**src/rtl/lfilt_pkg.sv**
```systemverilog
package lfilt_pkg;

    typedef enum logic [1:0] {
        EDGE_WAIT = 2'd0,
        EDGE_FIRE = 2'd1,
        EDGE_HOLD = 2'd2
    } edge_state_e;

    localparam int unsigned NUM_DIR = 2;
    localparam int unsigned DIR_UP  = 0;
    localparam int unsigned DIR_DN  = 1;

endpackage

```
**src/rtl/kmod_config.sv**
```systemverilog
module kmod_config #(
    parameter int unsigned EXP_W   = 4,
    parameter int unsigned CW      = 15,
    parameter int unsigned MIN_EXP = 3
) (
    input  logic             clk,
    input  logic             rst,
    input  logic [EXP_W-1:0] k_exp_in,
    output logic [CW-1:0]    wrap_mask,
    output logic [CW-1:0]    half_val
);

    localparam logic [EXP_W-1:0] MIN_E = EXP_W'(MIN_EXP);
    localparam logic [EXP_W-1:0] MAX_E = EXP_W'(CW);

    logic [EXP_W-1:0] exp_q;
    logic [EXP_W-1:0] exp_clamped;

    always_comb begin
        if (k_exp_in < MIN_E)
            exp_clamped = MIN_E;
        else if (k_exp_in > MAX_E)
            exp_clamped = MAX_E;
        else
            exp_clamped = k_exp_in;
    end

    // Exponent is only captured while reset is held
    always_ff @(posedge clk) begin
        if (rst)
            exp_q <= exp_clamped;
    end

    for (genvar b = 0; b < CW; b++) begin : g_bits
        assign wrap_mask[b] = (EXP_W'(b) < exp_q);
        assign half_val[b]  = (EXP_W'(b + 1) == exp_q);
    end

    // modulus frozen outside reset
    a_r7_exp_frozen: assert property (@(posedge clk) disable iff (rst)
        !rst |=> $stable(exp_q));

    // captured exponent always inside the legal range
    a_r7_exp_range: assert property (@(posedge clk) disable iff (rst)
        (exp_q >= MIN_E) && (exp_q <= MAX_E));

endmodule

```
**src/rtl/dir_counter.sv**
```systemverilog
module dir_counter #(
    parameter int unsigned CW = 15
) (
    input  logic          clk,
    input  logic          rst,
    input  logic          advance,
    input  logic [CW-1:0] wrap_mask,
    input  logic [CW-1:0] half_val,
    output logic [CW-1:0] count,
    output logic          level
);

    always_ff @(posedge clk) begin
        if (rst)
            count <= '0;
        else if (advance)
            count <= (count + 1'b1) & wrap_mask;
    end

    assign level = (count >= half_val);

    // contents never leave 0..K-1
    a_r2_in_range: assert property (@(posedge clk) disable iff (rst)
        count <= wrap_mask);

    // an advance always moves the contents (K >= 8)
    a_r1_step: assert property (@(posedge clk) disable iff (rst)
        advance |=> count != $past(count));

    // no advance, no movement
    a_r6_hold: assert property (@(posedge clk) disable iff (rst)
        !advance |=> $stable(count));

endmodule

```
**src/rtl/rise_pulse_fsm.sv**
```systemverilog
module rise_pulse_fsm
    import lfilt_pkg::*;
(
    input  logic clk,
    input  logic rst,
    input  logic level,
    output logic pulse
);

    edge_state_e state_q;
    edge_state_e state_d;

    always_ff @(posedge clk) begin
        if (rst)
            state_q <= EDGE_WAIT;
        else
            state_q <= state_d;
    end

    always_comb begin
        state_d = state_q;
        unique case (state_q)
            EDGE_WAIT: if (level)  state_d = EDGE_FIRE;
            EDGE_FIRE: state_d = level ? EDGE_HOLD : EDGE_WAIT;
            EDGE_HOLD: if (!level) state_d = EDGE_WAIT;
            default:   state_d = EDGE_WAIT;
        endcase
    end

    always_comb begin
        pulse = (state_q == EDGE_FIRE);
    end

    // pulse lasts a single cycle
    a_r5_single: assert property (@(posedge clk) disable iff (rst)
        pulse |=> !pulse);

    // pulse is preceded by a high threshold level
    a_r5_from_level: assert property (@(posedge clk) disable iff (rst)
        pulse |-> $past(level));

endmodule

```
**src/rtl/dual_count_loop_filter.sv**
```systemverilog
module dual_count_loop_filter
    import lfilt_pkg::*;
#(
    parameter int unsigned EXP_W   = 4,
    parameter int unsigned MAX_EXP = 15,
    parameter int unsigned MIN_EXP = 3
) (
    input  logic             clk,
    input  logic             rst,
    input  logic             kclk_en,
    input  logic             dn_up,
    input  logic             count_en,
    input  logic [EXP_W-1:0] k_exp,
    output logic             carry_pulse,
    output logic             borrow_pulse
);

    localparam int unsigned CW = MAX_EXP;

    logic [CW-1:0] wrap_mask;
    logic [CW-1:0] half_val;
    logic          tick;
    logic [CW-1:0] cnt   [NUM_DIR];
    logic          adv   [NUM_DIR];
    logic          lvl   [NUM_DIR];
    logic          pulse [NUM_DIR];

    kmod_config #(
        .EXP_W   (EXP_W),
        .CW      (CW),
        .MIN_EXP (MIN_EXP)
    ) u_kcfg (
        .clk       (clk),
        .rst       (rst),
        .k_exp_in  (k_exp),
        .wrap_mask (wrap_mask),
        .half_val  (half_val)
    );

    assign tick = kclk_en & count_en;

    for (genvar d = 0; d < NUM_DIR; d++) begin : g_dir
        if (d == DIR_DN) begin : g_sel_dn
            assign adv[d] = tick & dn_up;
        end else begin : g_sel_up
            assign adv[d] = tick & ~dn_up;
        end

        dir_counter #(
            .CW (CW)
        ) u_cnt (
            .clk       (clk),
            .rst       (rst),
            .advance   (adv[d]),
            .wrap_mask (wrap_mask),
            .half_val  (half_val),
            .count     (cnt[d]),
            .level     (lvl[d])
        );

        rise_pulse_fsm u_edge (
            .clk   (clk),
            .rst   (rst),
            .level (lvl[d]),
            .pulse (pulse[d])
        );
    end

    assign carry_pulse  = pulse[DIR_UP];
    assign borrow_pulse = pulse[DIR_DN];

    // an up tick leaves the down counter untouched
    a_r1_up_only: assert property (@(posedge clk) disable iff (rst)
        (kclk_en && count_en && !dn_up) |=> $stable(cnt[DIR_DN]));

    // a down tick leaves the up counter untouched
    a_r1_dn_only: assert property (@(posedge clk) disable iff (rst)
        (kclk_en && count_en && dn_up) |=> $stable(cnt[DIR_UP]));

    // gated ticks freeze both counters
    a_r6_frozen: assert property (@(posedge clk) disable iff (rst)
        !(kclk_en && count_en) |=> ($stable(cnt[DIR_UP]) && $stable(cnt[DIR_DN])));

    // carry and borrow never coincide
    a_r5_exclusive: assert property (@(posedge clk) disable iff (rst)
        !(carry_pulse && borrow_pulse));

endmodule

```
**config.mk**
```make
export PLATFORM = sky130hd
export DESIGN_NAME = dual_count_loop_filter
export DESIGN_NICKNAME = d
export VERILOG_FILES = /design/src/rtl/lfilt_pkg.sv /design/src/rtl/kmod_config.sv /design/src/rtl/dir_counter.sv /design/src/rtl/rise_pulse_fsm.sv /design/src/rtl/dual_count_loop_filter.sv
export SDC_FILE = /design/constraint.sdc
export NUM_CORES = 1
export LEC_CHECK = 0
export BUFFER_PORTS_ARGS = -buffer_cell sky130_fd_sc_hd__buf_2
export CAP_MARGIN = 5
export CORE_ASPECT_RATIO = 1.75
export CORE_MARGIN = 2
export CORE_UTILIZATION = 55
export CTS_CLUSTER_SIZE = 14
export DETAILED_ROUTE_END_ITERATION = 16
export PLACE_DENSITY_LB_ADDON = 0.1
export SLEW_MARGIN = 10
export SYNTH_ARGS = -nofsm -noshare
export SYNTH_HDL_FRONTEND = slang
export SYNTH_SLANG_ARGS = --single-unit
```
**constraint.sdc**
```tcl
create_clock -name clk -period 4.5 [get_ports clk]
set_input_delay 0.225 -clock clk [delete_from_list [all_inputs] [get_ports clk]]
set_output_delay 0.225 -clock clk [all_outputs]
set_load 0.01 [all_outputs]
```
# Yosys cells after proc, flatten, opt, wreduce, memory -nomap -nowiden

Index checks and enable logic that the tools add are counted.

Bits in registers: 38
Input port bits: 9
Output and inout port bits: 2
Logic and storage cells: 70

Add/sub/neg operators: 2
Magnitude comparators: 19
Eq/ne operators: 23
Mux-type cells: 9
Bitwise logic cells: 6
Reduce and logical (&&, ||, !) cells: 5

Operators by type and width:

| cell                  | count |
|---|---|
| $eq 4x4->1 const A    | 8 |
| $add 15x1->15 const B | 2 |
| $and 15x15->15        | 2 |
| $ge 15x15->1          | 2 |
| $lt 4x4->1 const A    | 7 |
| $eq 3x4->1 const A    | 4 |
| $lt 3x4->1 const A    | 4 |
| $mux 2                | 6 |
| $pmux 2 s3            | 2 |
| $eq 2x4->1 const A    | 2 |
| $lt 1x4->1 const A    | 2 |
| $lt 2x4->1 const A    | 2 |
| $eq 1x4->1 const A    | 1 |
| $eq 2x1->1 const B    | 2 |
| $eq 2x2->1 const B    | 2 |
| $gt 4x4->1 const B    | 1 |
| $logic_not 2->1       | 2 |
| $lt 4x2->1 const B    | 1 |
| $mux 4                | 1 |
| $ne 2x1->1 const B    | 2 |
| $ne 2x2->1 const B    | 2 |
| $reduce_and 2->1      | 2 |
| $and 1x1->1           | 3 |
| $reduce_or 2->1       | 1 |
| $not 1->1             | 1 |

# Longest topological paths before layout

Gate-level depths: netlist (run 1).

Depth after elaboration: 4
Mapped depth: 10
Depth with buffers taken out: 8

# By module

Synthesis (run 1) repeated with hierarchy kept, for this count alone.

Cells, all modules: 359
Area, all modules: 2855.2 um^2

Modules (own cells, without submodules):

| module                 | times used | cells each | area an instance (um^2) | sequential area each (um^2) |
|---|---|---|---|---|
| dir_counter            | 2          | 146        | 1164.9                  | 300.3 |
| kmod_config            | 1          | 51         | 364.1                   | 120.1 |
| rise_pulse_fsm         | 2          | 7          | 72.6                    | 40.0 |
| dual_count_loop_filter | 1          | 2          | 16.3                    | 0.0 |

# Least setup slack after synthesis (run 1)

No wires, ideal clock.

Path type: flip-flop to flip-flop
Start: register u_kcfg.exp_q[2]
End: register g_dir[1].u_edge.state_q[1]
Library setup time: 0.125 ns
Arrival: 2.084 ns
Required time: 4.375 ns
Slack: 2.291 ns
Stages on the path, launching flop included: 10
Path buffers: 1
Clock period less this slack: 2.209 ns
Cells stage by stage: edfxtp_1 clkbuf_1 nor2b_1 nand2_1 ha_1 a211o_1 a21oi_1 o31ai_1 a211oi_1 nor2_1

Longest elaborated chain between the ends: 4
Elaborated cells between the ends (all ways): 21
Classes of those cells: order compare (1); eq/ne (17); mux (2); reduce/logical (1)

RTL lines:

| element                                        | RTL line             | RTL |
|---|---|---|
| from (decl)                                    | kmod_config.sv:16    | `logic [EXP_W-1:0] exp_q;` |
| from (signal assigned)                         | kmod_config.sv:31    | `exp_q <= exp_clamped;` |
| $eq 1x4->1 (tied with other cells)             | kmod_config.sv:36    | `assign half_val[b] = (EXP_W'(b + 1) == exp_q);` |
| $ge 15x15->1 *                                 | dir_counter.sv:20    | `assign level = (count >= half_val);` |
| $mux 2 (tied with other cells)                 | rise_pulse_fsm.sv:24 | `EDGE_FIRE: state_d = level ? EDGE_HOLD : EDGE_WAIT;` |
| $pmux 2 s3 or $reduce_and 2->1 (tied branches) | n/a                  |  |
| to (signal assigned)                           | rise_pulse_fsm.sv:17 | `state_q <= state_d;` |
| to (decl)                                      | rise_pulse_fsm.sv:10 | `edge_state_e state_q;` |

Mark *: on every way between the ends. The rest lies on a longest branch, timed or not.
A chain may end at the register's enable or synchronous reset.

# Worst setup path after layout (run 1)

Start: register u_kcfg.exp_q[3]
End: register g_dir[0].u_edge.state_q[0]

Longest elaborated chain between the ends: 4
Elaborated cells between the ends (all ways): 19
Classes of those cells: order compare (1); eq/ne (17); reduce/logical (1)

RTL lines:

| element                                                   | RTL line |
|---|---|
| $eq 1x4->1 (tied with other cells)                        | kmod_config.sv:36 |
| $ge 15x15->1 *                                            | dir_counter.sv:20 |
| $ne 2x2->1 (no source line) or $ne 2x1->1 (tied branches) | n/a |
| $reduce_and 2->1 (no source line) *                       | n/a |
| to (signal assigned)                                      | rise_pulse_fsm.sv:17 |
| to (decl)                                                 | rise_pulse_fsm.sv:10 |

Marked as above.

==> results of run 1 <==
[cell families after synthesis]
group,count (synthesis)
fa+ha+maj,32
flops,38
buf+inv,18
compound gates,82
xor+xnor,13
simple gates,132
[power by group]
part           internal [mW]  switching, mW
combinational         0.0359         0.0628
clock                  0.122          0.118
sequential             0.351         0.0155
total                  0.509          0.196
[per-stage QoR]
step / util [%] / hold WS (ns) / area, um2 / cells
CTS: 60.07 / 0.1362 / 2803 / 371
floorplan: - / 0.3375 / 2653 / 315
finish: 60.07 / 0.1372 / 2803 / 371
global placement: 58.22 / 0.4315 / 2716 / 364
global route: 60.07 / 0.1380 / 2803 / 371
detailed placement: 58.22 / 0.4367 / 2716 / 364
[cells in the final DEF, fill, tap and decap left out, types with 9 or more instances in the layout]
cell type  Yosys  layout
nor3_1        17      17
nand3_1       12      12
nor2_1        25      25
a211oi_1       9       9
xnor2_1        9       9
dfxtp_1       34      34
nand2_1       34      34
o21ai_0       20      20
a21oi_1       25      25
buf_2          2      10
ha_1          32      32
[critical path, stage by stage, from the launching register on]
cell      delay (ns)
edfxtp_1        0.67
and2_0          0.32
nand2_1         0.17
ha_1            0.35
nand3_1         0.11
nor3_1          0.27
o211ai_1        0.15
and3_1          0.22
nor4_1          0.17
[flip-flops by register name, indices dropped and copies added (netlist names)]
signal / count
g_dir.u_cnt.count: 30
g_dir.u_edge.state_q: 4
u_kcfg.exp_q: 4
[final timing paths]
check	to	slack [ns]	cells past startpoint
hold / removal	u_kcfg.exp_q[2]	0.14	1
hold reg to reg	g_dir[1].u_edge.state_q[0]	0.46	1
setup reg to reg	g_dir[0].u_edge.state_q[0]	1.97	8
setup / recovery	g_dir[0].u_edge.state_q[0]	1.97	8
[layer usage]
layer | GRT usage (%) | vias to the layer above | share of wire [%]
li1 | - | 1186 | -
met4 | 12.10 | 0 | 3.6
met2 | 47.48 | 36 | 55
met1 | 26.74 | 1079 | 40
met3 | 2.957 | 18 | 1.7
met5 | 0 | - | 0
[cell type report]
class | count | share of cell area (%)
clock buffers | 7 | 3.080
inverters | 4 | 0.5357
multi-input cells | 259 | 63.44
flip-flops and latches | 38 | 28.57
well taps | 52 | 2.321
repair buffers | 11 | 2.054
==> metrics, run 1 <==
status finished, final reports clean; Setup Skew 0.006774 ns; CP Data Required Time 4.69 ns; GP Congestion 0.8422; Area Growth Syn to Fin 5.660%; slew margin rel. 47.02%; Max Root-Sink Buffers 2; post-synthesis sequential area ratio 30.19%; worst-margin pin slew 0.7947 ns; IO Count 11; top cell types by occurrence after synthesis dfxtp_1, nand2_1, ha_1; worst-path fanout max 18; adder and majority gate portion of the synthesized area 15.09%; Layout fillers 436; Pwr per Cell Area 251.5 nW/um2; Async SR Flop Fraction 0%; antenna-violating nets left 0; HPWL after DPL 4899 um; DP Worst Slack 2.056 ns; xor-xnor portion of the synthesized cell area 4.292%; Pre-antenna DRT Iters 4; compound-gate portion of the synthesized area 20.09%; Initial Util 56.85%; Final Power 704.8 uW; synth top area cells dfxtp_1, ha_1, nand2_1; Setup Buffers After CTS 0; count of cell types in the netlist 52; endpoints failing hold 0; Core Region 4666 um2; port bufs 10; overflow left after global routing 0; Max IR drop VDD 0.1956 mV; synthesized area per cell 8.421 um2; number of synthesized flops with an enable pin 4; Post-CTS Resized 0; Reg area 800.8 um2; first-pass GRT wire length 10440 um; Peak Freq 394.9 MHz; root buf cell clkbuf_8; leakage power 1.049 nW; cts hold-fix bufs 0; Routed wire per std cell 17.00 um; Setup CP Type register to register; Yosys top cell area share 25.66%; Max Slew Vio Count 0; final worst path period share 56.28%; setup TNS 0 ns; nets@finish 360; synth warn 0; post-synthesis mux area share 0%; Remaining DRCs 0; Crit. End Element register; final setup vio count 0; share of post-route cells with drive strength above 1 10.03%; floorplan row count 33; CTS tree yes; largest family of logic cells by synthesized area simple AND/OR/NAND/NOR gates; CP Launch Type register; final worst slack 1.967 ns; dominant synthesized flop cell dfxtp_1; Die Y 95.87 um; Num Clock Sinks 38; RSZ-0062 raised after global routing false; Hold WC Path Type input port to register; initial DRC count 70; initial antenna violation count 0; post-DR vias/cell 6.251; Yosys reg bits 38; vias in the first global route 2240; final wirelength 6308 um; area of the multi-input gates 1778 um2; clock-pin slew on the worst setup and hold paths 0.08 ns; simple-gate share of the synthesized area 27.55%; Netlist Area Pre-Place 2653 um2; CTS buffer count 5; GRT Util Overall 24.98%; # diodes 0; largest net degree at the start of global routing 40; Yosys top cell by area dfxtp_1; Vias 2319; Worst EP arrival 2.72 ns; Final min period 2.533 ns; H-tree depth 2; clock latency at the later pin of the worst-skew pair 0.29 ns; Post-Syn Nets 356; max_cap viols 0; die area 5416 um2; R2R Path Start u_kcfg.exp_q[3]; critical path launch point u_kcfg.exp_q[3]; Die W 56.50 um; synthesized instance count 315; Hold Crit Start k_exp[2]
(Power assumes the default switching activity.)
==> inputs of run 2 (changes only) <==
==> constraint.sdc (replaced) <==
create_clock -name clk -period 2.47 [get_ports clk]
set_input_delay 0.1235 -clock clk [delete_from_list [all_inputs] [get_ports clk]]
set_output_delay 0.1235 -clock clk [all_outputs]
set_load 0.01 [all_outputs]
==> run 2 against run 1 <==
Critical path depth unchanged. Clock power rose to 2.7 times the previous value. Total power up 120%. Global-route usage up 1.6 points. Setup slack worse by 1.8 ns. Sequential cell count unchanged. Fmax up 12%. Via count up 3.1%. Sequential share of layout area down 1.2 points.
==> metrics, run 2 (synthesis results as in run 1) <==
final instance area 2924 um2 (+4.3%); Pre-antenna DRT Iters 4 (unchanged); GRT Util Overall 26.54% (+1.6 points); GP Congestion 0.8980 (+6.6%); setup TNS 0 ns (unchanged); highest-count cells in the layout ignoring fill and taps nand2_1, dfxtp_1, ha_1; die area 5416 um2 (unchanged); Num Clock Sinks 38 (unchanged); Final Power 1.516 mW (+120%); DP Worst Slack 0.2131 ns (-1.843 ns); registers with the most flip-flops g_dir.u_cnt.count (30), g_dir.u_edge.state_q (4), u_kcfg.exp_q (4); number of flip-flops in the largest register 30 (unchanged); Setup CP Type register to register; clock-pin slew on the worst setup and hold paths 0.08 ns (about the same); max_cap viols 0 (unchanged); Die Y 95.87 um (unchanged); CP Data Required Time 2.69 ns (-2.00 ns); Area Growth Syn to Fin 10.24%; final worst path period share 91.51% (+35 points); floorplan row count 33 (unchanged); leakage power 1.114 nW (+6.2%); Initial Util 56.85% (unchanged); CTS tree yes; H-tree depth 2 (unchanged); CP Launch Type register; post-DR vias/cell 6.292 (+0.66%); worst-path fanout max 9 (-9); Worst EP arrival 2.48 ns (-0.24 ns); status finished, final reports clean; Setup Skew 0.008177 ns (+0.001403 ns); IO Count 11 (unchanged); vias in the first global route 2371 (+5.8%); Routed wire per std cell 17.85 um (+5.0%); Hold WS 0.03208 ns (-0.1052 ns); Max Root-Sink Buffers 2 (unchanged); post-placement cell area 2776 um2 (+2.2%); clock latency at the later pin of the worst-skew pair 0.30 ns (about the same); CTS buffer count 5 (unchanged); Layout fillers 431 (-1.1%); root buf cell clkbuf_8; Most flops, register g_dir.u_cnt.count; critical path launch point u_kcfg.exp_q[3]; initial antenna violation count 0 (unchanged); endpoints failing hold 0 (unchanged); slew margin rel. 57.88% (+11 points); largest net degree at the start of global routing 27 (-33%); port bufs 10 (unchanged); Hold Crit Start k_exp[2]; Max IR drop VDD 0.3902 mV (+100%); # diodes 0 (unchanged); Crit. End Element register; share of post-route cells with drive strength above 1 13.72% (+3.7 points); Die W 56.50 um (unchanged); cts hold-fix bufs 0 (unchanged); Pwr per Cell Area 518.3 nW/um2 (+110%); worst-margin pin slew 0.6251 ns (-0.1696 ns); Final min period 2.260 ns (-0.2723 ns); Peak Freq 442.4 MHz (+12%); final setup vio count 0 (unchanged); Setup Buffers After CTS 0 (unchanged); overflow left after global routing 0 (unchanged); Hold WC Path Type input port to register; RSZ-0062 raised after global routing false; nets@finish 368 (+2.2%); Core Region 4666 um2 (unchanged); initial DRC count 66 (-5.7%); Vias 2391 (+3.1%); first-pass GRT wire length 11020 um (+5.6%); Remaining DRCs 0 (unchanged); antenna-violating nets left 0 (unchanged); HPWL after DPL 5253 um (+7.2%); final wirelength 6783 um (+7.5%); final worst slack 0.2098 ns (-1.758 ns); Max Slew Vio Count 0 (unchanged); R2R Path Start u_kcfg.exp_q[3]
## run 2: worst paths after layout
kind,slack [ns],depth (start not counted),to
worst max register to register,0.21,8,g_dir[0].u_edge.state_q[1]
worst min register to register,0.46,1,g_dir[0].u_edge.state_q[0]
worst max-delay path,0.21,8,g_dir[0].u_edge.state_q[1]
worst min-delay path,0.03,1,u_kcfg.exp_q[2]
## run 2: power by group
group | total [mW] | switching, mW | internal [mW]
combinational | 0.210 | 0.131 | 0.0781
clock | 0.647 | 0.243 | 0.405
sequential | 0.659 | 0.0194 | 0.639
total | 1.52 | 0.393 | 1.12
## run 2: metrics by stage
stage	cells	util, %
after floorplan	315	-
after global placement	372	59.51
after detailed placement	372	59.51
after global routing	380	62.67
final	380	62.67
after CTS	380	62.46
## run 2: layout make-up
type                    instances  area [um2]  share of cell area, %
clock buffers                   5       68.82                  2.353
clock inverters                 3       68.82                  2.353
flip-flops and latches         38       800.8                  27.39
inverters                       4       15.01                 0.5135
well taps                      52       65.06                  2.225
repair buffers                 19       117.6                  4.022
multi-input cells             259        1788                  61.15
## run 2: critical path, stage by stage (launching register included)
cell	delay [ns]
edfxtp_1	0.51
nor2b_1	0.31
nand2_1	0.17
ha_1	0.33
nand2_1	0.07
nor3_1	0.26
o211ai_1	0.14
and3_1	0.22
nor3_1	0.16
## run 2: metal layers
| layer | GRT usage (%) | wire length [um] | vias up |
|---|---|---|---|
| li1 | - | - | 1203 |
| met1 | 27.29 | 2586 | 1102 |
| met2 | 48.84 | 3562 | 57 |
| met3 | 3.360 | 165 | 29 |
| met4 | 18.45 | 469 | 0 |
| met5 | 0 | 0 | - |
## run 2: repair_timing
| action | 4_1_cts | 5_1_grt |
|---|---|---|
| hold endpoints to repair | 0 | 0 |
| resized for setup | 0 | 3 |
| setup endpoints to repair | 0 | 2 |
